### config.mk
export PLATFORM = sky130hd
export DESIGN_NAME = rx_traffic_monitor
export DESIGN_NICKNAME = d
export VERILOG_FILES = /design/src/rtl/rxm_pkg.sv /design/src/rtl/rxm_frame_tally.sv /design/src/rtl/rxm_window_timer.sv /design/src/rtl/rxm_csr.sv /design/src/rtl/rx_traffic_monitor.sv
export SDC_FILE = /design/constraint.sdc
export NUM_CORES = 1
export LEC_CHECK = 0
export ABC_AREA = 1
export BUFFER_PORTS_ARGS = -buffer_cell sky130_fd_sc_hd__buf_2
export CAP_MARGIN = 0
export CORE_MARGIN = 4
export CORE_UTILIZATION = 38
export CTS_CLUSTER_DIAMETER = 60
export DETAILED_ROUTE_END_ITERATION = 10
export SYNTH_ARGS = -nofsm -noshare
export SYNTH_HDL_FRONTEND = slang
export SYNTH_SLANG_ARGS = --single-unit
### constraint.sdc
create_clock -name clk -period 10.3 [get_ports clk]
set_input_delay 0.515 -clock clk [delete_from_list [all_inputs] [get_ports clk]]
set_output_delay 0.515 -clock clk [all_outputs]
set_load 0.005 [all_outputs]
### src/rtl/rxm_pkg.sv
package rxm_pkg;
  localparam int REG_ADDR_W     = 5;
  localparam int CTRL_CLEAR_BIT = 0;
  localparam int CTRL_DONE_BIT  = 1;

  typedef enum logic [2:0] {
    IDX_TARGET  = 3'd0,
    IDX_GOOD    = 3'd1,
    IDX_BAD     = 3'd2,
    IDX_BYTE_LO = 3'd3,
    IDX_BYTE_HI = 3'd4,
    IDX_CYC_LO  = 3'd5,
    IDX_CYC_HI  = 3'd6,
    IDX_CTRL    = 3'd7
  } reg_idx_e;
endpackage

### src/rtl/rxm_frame_tally.sv
module rxm_frame_tally #(
  parameter int CNT_W      = 32,
  parameter int WIDE_W     = 64,
  parameter int BEAT_BYTES = 8,
  parameter int EMPTY_W    = 3
) (
  input  logic               clk,
  input  logic               rst_n,
  input  logic               clear,
  input  logic               valid,
  input  logic               eop,
  input  logic [EMPTY_W-1:0] empty,
  input  logic               err,
  output logic [CNT_W-1:0]   good_cnt,
  output logic [CNT_W-1:0]   bad_cnt,
  output logic [WIDE_W-1:0]  byte_cnt
);
  localparam logic [WIDE_W-1:0] FULL_BEAT = WIDE_W'(BEAT_BYTES);

  logic [CNT_W-1:0]  good_q, good_d, bad_q, bad_d;
  logic [WIDE_W-1:0] byte_q, byte_d, beat_bytes;
  logic              upd_en;

  assign beat_bytes = eop ? (FULL_BEAT - WIDE_W'(empty)) : FULL_BEAT;
  assign upd_en     = clear | valid;

  always_comb begin
    good_d = good_q;
    bad_d  = bad_q;
    byte_d = byte_q;
    if (clear) begin
      good_d = '0;
      bad_d  = '0;
      byte_d = '0;
    end else if (valid) begin
      byte_d = byte_q + beat_bytes;
      if (eop) begin
        if (err) bad_d  = bad_q + CNT_W'(1);
        else     good_d = good_q + CNT_W'(1);
      end
    end
  end

  always_ff @(posedge clk or negedge rst_n) begin
    if (!rst_n) begin
      good_q <= '0;
      bad_q  <= '0;
      byte_q <= '0;
    end else if (upd_en) begin
      good_q <= good_d;
      bad_q  <= bad_d;
      byte_q <= byte_d;
    end
  end

  assign good_cnt = good_q;
  assign bad_cnt  = bad_q;
  assign byte_cnt = byte_q;
endmodule

### src/rtl/rxm_window_timer.sv
module rxm_window_timer #(
  parameter int CNT_W  = 32,
  parameter int WIDE_W = 64
) (
  input  logic              clk,
  input  logic              rst_n,
  input  logic              clear,
  input  logic              sop_beat,
  input  logic              eop_beat,
  input  logic [CNT_W-1:0]  frame_total,
  input  logic [CNT_W-1:0]  target,
  output logic [WIDE_W-1:0] cyc_cnt,
  output logic              done
);
  logic [WIDE_W-1:0] cyc_q, cyc_d;
  logic              run_q, run_d, done_q, done_d;
  logic              active, hit, upd_en;

  assign hit    = eop_beat && (({1'b0, frame_total} + (CNT_W+1)'(1)) == {1'b0, target});
  assign active = !done_q && (run_q || sop_beat);
  assign upd_en = clear | active | hit;

  always_comb begin
    cyc_d  = cyc_q;
    run_d  = run_q;
    done_d = done_q;
    if (clear) begin
      cyc_d  = '0;
      run_d  = 1'b0;
      done_d = 1'b0;
    end else begin
      if (active) begin
        cyc_d = cyc_q + WIDE_W'(1);
        run_d = 1'b1;
      end
      if (hit) done_d = 1'b1;
    end
  end

  always_ff @(posedge clk or negedge rst_n) begin
    if (!rst_n) begin
      cyc_q  <= '0;
      run_q  <= 1'b0;
      done_q <= 1'b0;
    end else if (upd_en) begin
      cyc_q  <= cyc_d;
      run_q  <= run_d;
      done_q <= done_d;
    end
  end

  assign cyc_cnt = cyc_q;
  assign done    = done_q;
endmodule

### src/rtl/rxm_csr.sv
module rxm_csr
  import rxm_pkg::*;
#(
  parameter int REG_W  = 32,
  parameter int WIDE_W = 64
) (
  input  logic                  clk,
  input  logic                  rst_n,
  input  logic                  reg_wr,
  input  logic                  reg_rd,
  input  logic [REG_ADDR_W-1:0] reg_addr,
  input  logic [REG_W-1:0]      reg_wdata,
  input  logic [REG_W-1:0]      good_cnt,
  input  logic [REG_W-1:0]      bad_cnt,
  input  logic [WIDE_W-1:0]     byte_cnt,
  input  logic [WIDE_W-1:0]     cyc_cnt,
  input  logic                  done,
  output logic [REG_W-1:0]      reg_rdata,
  output logic [REG_W-1:0]      target,
  output logic                  clear
);
  localparam int NWIDE = 2;

  reg_idx_e          idx;
  logic [REG_W-1:0]  target_q;
  logic              target_en, rd_en;
  logic [REG_W-1:0]  rdata_q, rdata_d;
  logic [WIDE_W-1:0] wide_in [NWIDE];
  logic [REG_W-1:0]  snap_q  [NWIDE];
  reg_idx_e          lo_idx  [NWIDE];

  assign idx       = reg_idx_e'(reg_addr[REG_ADDR_W-1:2]);
  assign clear     = reg_wr && (idx == IDX_CTRL) && reg_wdata[CTRL_CLEAR_BIT];
  assign target_en = reg_wr && (idx == IDX_TARGET);
  assign rd_en     = reg_rd;

  assign wide_in[0] = byte_cnt;
  assign wide_in[1] = cyc_cnt;
  assign lo_idx[0]  = IDX_BYTE_LO;
  assign lo_idx[1]  = IDX_CYC_LO;

  for (genvar g = 0; g < NWIDE; g++) begin : g_snap
    logic snap_en;
    assign snap_en = clear || (reg_rd && (idx == lo_idx[g]));
    always_ff @(posedge clk or negedge rst_n) begin
      if (!rst_n)       snap_q[g] <= '0;
      else if (snap_en) snap_q[g] <= clear ? '0 : wide_in[g][WIDE_W-1:REG_W];
    end
  end

  always_comb begin
    rdata_d = '0;
    unique case (idx)
      IDX_TARGET:  rdata_d = target_q;
      IDX_GOOD:    rdata_d = good_cnt;
      IDX_BAD:     rdata_d = bad_cnt;
      IDX_BYTE_LO: rdata_d = byte_cnt[REG_W-1:0];
      IDX_BYTE_HI: rdata_d = snap_q[0];
      IDX_CYC_LO:  rdata_d = cyc_cnt[REG_W-1:0];
      IDX_CYC_HI:  rdata_d = snap_q[1];
      IDX_CTRL:    rdata_d[CTRL_DONE_BIT] = done;
    endcase
  end

  always_ff @(posedge clk or negedge rst_n) begin
    if (!rst_n)         target_q <= '1;
    else if (target_en) target_q <= reg_wdata;
  end

  always_ff @(posedge clk or negedge rst_n) begin
    if (!rst_n)     rdata_q <= '0;
    else if (rd_en) rdata_q <= rdata_d;
  end

  assign reg_rdata = rdata_q;
  assign target    = target_q;
endmodule

### src/rtl/rx_traffic_monitor.sv
module rx_traffic_monitor
  import rxm_pkg::*;
#(
  parameter int REG_W      = 32,
  parameter int BEAT_BYTES = 8,
  localparam int EMPTY_W   = $clog2(BEAT_BYTES),
  localparam int WIDE_W    = 2 * REG_W
) (
  input  logic                  clk,
  input  logic                  rst_n,
  input  logic                  rx_valid,
  input  logic                  rx_sop,
  input  logic                  rx_eop,
  input  logic [EMPTY_W-1:0]    rx_empty,
  input  logic                  rx_err,
  input  logic                  reg_wr,
  input  logic                  reg_rd,
  input  logic [REG_ADDR_W-1:0] reg_addr,
  input  logic [REG_W-1:0]      reg_wdata,
  output logic [REG_W-1:0]      reg_rdata
);
  logic              rst_meta_q, rst_sync_q;
  logic              sop_beat, eop_beat, clear, done;
  logic [REG_W-1:0]  good_cnt, bad_cnt, frame_total, target;
  logic [WIDE_W-1:0] byte_cnt, cyc_cnt;

  always_ff @(posedge clk or negedge rst_n) begin
    if (!rst_n) begin
      rst_meta_q <= 1'b0;
      rst_sync_q <= 1'b0;
    end else begin
      rst_meta_q <= 1'b1;
      rst_sync_q <= rst_meta_q;
    end
  end

  assign sop_beat    = rx_valid && rx_sop;
  assign eop_beat    = rx_valid && rx_eop;
  assign frame_total = good_cnt + bad_cnt;

  rxm_frame_tally #(
    .CNT_W(REG_W), .WIDE_W(WIDE_W), .BEAT_BYTES(BEAT_BYTES), .EMPTY_W(EMPTY_W)
  ) u_tally (
    .clk(clk), .rst_n(rst_sync_q), .clear(clear),
    .valid(rx_valid), .eop(rx_eop), .empty(rx_empty), .err(rx_err),
    .good_cnt(good_cnt), .bad_cnt(bad_cnt), .byte_cnt(byte_cnt)
  );

  rxm_window_timer #(.CNT_W(REG_W), .WIDE_W(WIDE_W)) u_timer (
    .clk(clk), .rst_n(rst_sync_q), .clear(clear),
    .sop_beat(sop_beat), .eop_beat(eop_beat),
    .frame_total(frame_total), .target(target),
    .cyc_cnt(cyc_cnt), .done(done)
  );

  rxm_csr #(.REG_W(REG_W), .WIDE_W(WIDE_W)) u_csr (
    .clk(clk), .rst_n(rst_sync_q),
    .reg_wr(reg_wr), .reg_rd(reg_rd), .reg_addr(reg_addr), .reg_wdata(reg_wdata),
    .good_cnt(good_cnt), .bad_cnt(bad_cnt), .byte_cnt(byte_cnt),
    .cyc_cnt(cyc_cnt), .done(done),
    .reg_rdata(reg_rdata), .target(target), .clear(clear)
  );
endmodule

==> reports/qor.yml <==
outcome:
  outcome: "finished clean"
global_route:
  antenna_found_initial: 0
  grt_usage_pct: 24.38
  grt_pass1_vias: 19700
  grt_overflow_total: 0
  grt_max_degree: 81
  grt_first_pass_wirelength_um: 110700
pwr:
  power_density_mw_per_mm2: 184.8
  leakage_uw: 0.01091
  peakVddDrop_v: 0.0001125
cells_and_area:
  drive_above_1_share_pct: 9.043
  final_cells: 3759
  antennaDiodeCount: 0
  final_cell_mix: "nand2_1, inv_1, dfrtp_1"
  layout_commonest_cell: "nand2_1"
  area_delta_synth_final_pct: 12.32
  nets: 3121
  fill_cells: 5529
  final_util_pct: 43.14
placement:
  gp_congestion: 1.018
  dp.cells: 3683
  dpl.hpwl_um: 54520
  dp_slack_ps: 6286
  io_buffers: 77
floorplan:
  start_util_pct: 38.41
  die_area_mm2: 0.05830
  die_w_um: 241.4
  floorplan.core_area_mm2: 0.05392
  fp-row-count: 85
  num_io_pins: 80
  die_h_um: 241.4
cts:
  cts_inserted_buffers: 41
  clk_latency_ps: 580
  ctsHoldBuffers: 1
  clockBufferDepth: 3
  htree_levels: 2
  clkTransAtPathRegs_ps: 60
  postCtsSetupBuffers: 0
  cts_sinks: 324
  post_cts_resize_count: 0
  cts-root-buf: "clkbuf_16"
  cts_tree: "yes"
worst_hold_path:
  holdPathStages: 3
  hp-class: "in2reg"
logic_synthesis:
  synthDistinctLibCells: 57
  synth_top_cell_by_area: "dfrtp_1"
  synth_seq_cells: 324
  yosys-top-cells-area: "dfrtp_1, nand2_1, inv_1, a21oi_1, nor2_1"
  yosysWarnings: 0
  syn-cell-area_mm2: 0.02071
  ys_seq_area_share_pct: 39.35
  syn_nets: 3048
  synth.avg_cell_area_um2: 7.001
  synth_top_area_share_pct: 35.28
  synth_cells: 2958
drt:
  via_count: 20300
  highest_layer: "met4"
  drtPass1Iterations: 5
  initialDrtViolationCount: 1724
  drt-total-wl_um: 71160
  routedWlPerCell_um: 18.93
  post-route-drc-count: 0
  met2_length_um: 31650
  viasPerCell: 5.400
  dr_wl_met3_um: 4020
  routedLengthMet1_um: 32170
  postRouteAntennaNets: 0
timing:
  min_period_ps: 3845
  finalSetupViolCount: 0
  clock.fmax_mhz: 260.1
  worstMarginPinSlew_ps: 1237
  maxSlewViolCount: 0
  fin_ws_ps: 6455
  slew_headroom_pct: 17.33
  finalCritPeriodShare_pct: 37.33
  rsz0062_at_grt: "no"
  tns_ps: 0
  hold_viol: 0
  finClkSkew_ps: 21.49
setup_path:
  cp-start-kind: "flip-flop"
  cp_common_cell: "nand2_1"
  required_ps: 10790
  cpMaxStageDelayCell: "dfrtp_1"
  path_cells: "ha_1, inv_1, fa_1, inv_1, nand3_1, nand2_1, nand2_1, nand2_1, nand2_1, nand3_1, nand2_1, nor2_1, nand2_1, nor2_1, nand4_1, nand2_1, nand2_1, nor2_1, nand2_1, nor2_1, nand2_1, a21oi_1"
  path_class: "reg2reg"
  end_kind: "flip-flop"
  r2r_cells: 22
  cpPeakStageDelay_ps: 420
  worst_ep_arrival_time_ps: 4330
  cp_max_fo: 4
flow_run:
  cap_viol_max_count: 0
synthesized netlist by cell type, drive strengths merged:
cell     instances
or3b             1
a2111oi          2
conb             1
and3             3
dfrtp          292
or2              1
xnor2            5
o41ai            8
xor2            14
a31oi            6
dfstp           32
nand4           48
clkinv           1
a221oi          14
o221ai          12
a211oi           9
nor3           111
a21boi           1
a21oi          218
buf              6
o211ai           5
o22ai           98
o21ai          193
nand3b           9
and2             5
mux2i            1
nor4            28
nand2b           1
or3              1
ha              40
inv            535
nor3b            2
nand2          674
o31ai            5
mux2            18
nor2           283
nand3          185
o21a            17
fa               2
clkbuf          59
a22oi            5
o21bai           2
o21ba            1
o2111ai          4
critical path: cells and delay by family (launching register included):
family / cells / cell delay (ps)
flip-flops: 1 / 420
AO/OA/AOI/OAI: 1 / 190
buffers and inverters: 2 / 210
AND/OR/NAND/NOR: 17 / 2300
adder cells (fa/ha/maj): 2 / 660
per-layer routing:
metal  vias to the layer above  global-route usage [%]
met4                         0                   10.68
met5                         -                       0
met1                      9668                   33.63
li1                       9897                       -
met3                       136                   3.506
met2                       599                   38.40
cells by family after synthesis:
family | after synthesis | share of synthesized area, %
AOI/OAI and AO/OA | 600 | 16.41
buffers and inverters | 601 | 10.89
and+or+nand+nor | 1352 | 28.89
muxes | 19 | 1.027
DFF | 324 | 39.35
xor gates and xnor gates | 19 | 0.8036
other | 1 | 0.01811
adders and majority gates | 42 | 2.610
area by class of cell:
cell class	count	area [um^2]	share of cell area, %
Clock buffer	60	1199	5.153
Clock inverter	15	178.9	0.7692
Inverter	536	2012	8.650
Multi-Input combinational cell	2033	10320	44.39
Sequential cell	324	8152	35.05
Tap cell	696	870.8	3.744
Timing Repair Buffer	95	523.0	2.249
worst paths after layout:
check	from	to	slack, ps
worst max-delay path	u_tally.good_cnt[0]	u_timer.done	6460
worst min-delay path	reg_wdata[23]	u_csr.target[23]	180
worst max register to register	u_tally.good_cnt[0]	u_timer.done	6460
worst min register to register	rst_meta_q	rst_sync_q	350
max in group asynchronous	rst_sync_q	u_tally.bad_cnt[28]	8180
min in group asynchronous	rst_n	rst_sync_q	250
registers in the layout (all words and copies together), names as in the netlist:
| signal | flops |
|---|---|
| u_timer.done | 1 |
| u_tally.byte_cnt | 64 |
| u_tally.bad_cnt | 32 |
| u_csr.target | 32 |
| rst_meta_q | 1 |
| u_tally.good_cnt | 32 |
| u_csr.snap_q | 64 |
| rst_sync_q | 1 |
| u_timer.run_q | 1 |
| u_timer.cyc_cnt | 64 |
| u_csr.reg_rdata | 32 |
metrics by stage:
| step | instance area, um^2 | power, uW | hold WS, ps |
|---|---|---|---|
| floorplan | 20710 | 2446 | 219.4 |
| finish | 23260 | 4297 | 180.9 |
| global placement | 21870 | 2798 | 301.6 |
| CTS | 23260 | 4317 | 158.1 |
| global route | 23260 | 4572 | 178.9 |
| detailed placement | 21870 | 2827 | 304.2 |
report_power, final:
part | switching [uW] | total [uW] | internal, uW
clock network | 603 | 1470 | 869
logic | 774 | 1150 | 373
registers | 181 | 1680 | 1500
Note: power is estimated with default switching activity, not from simulation.
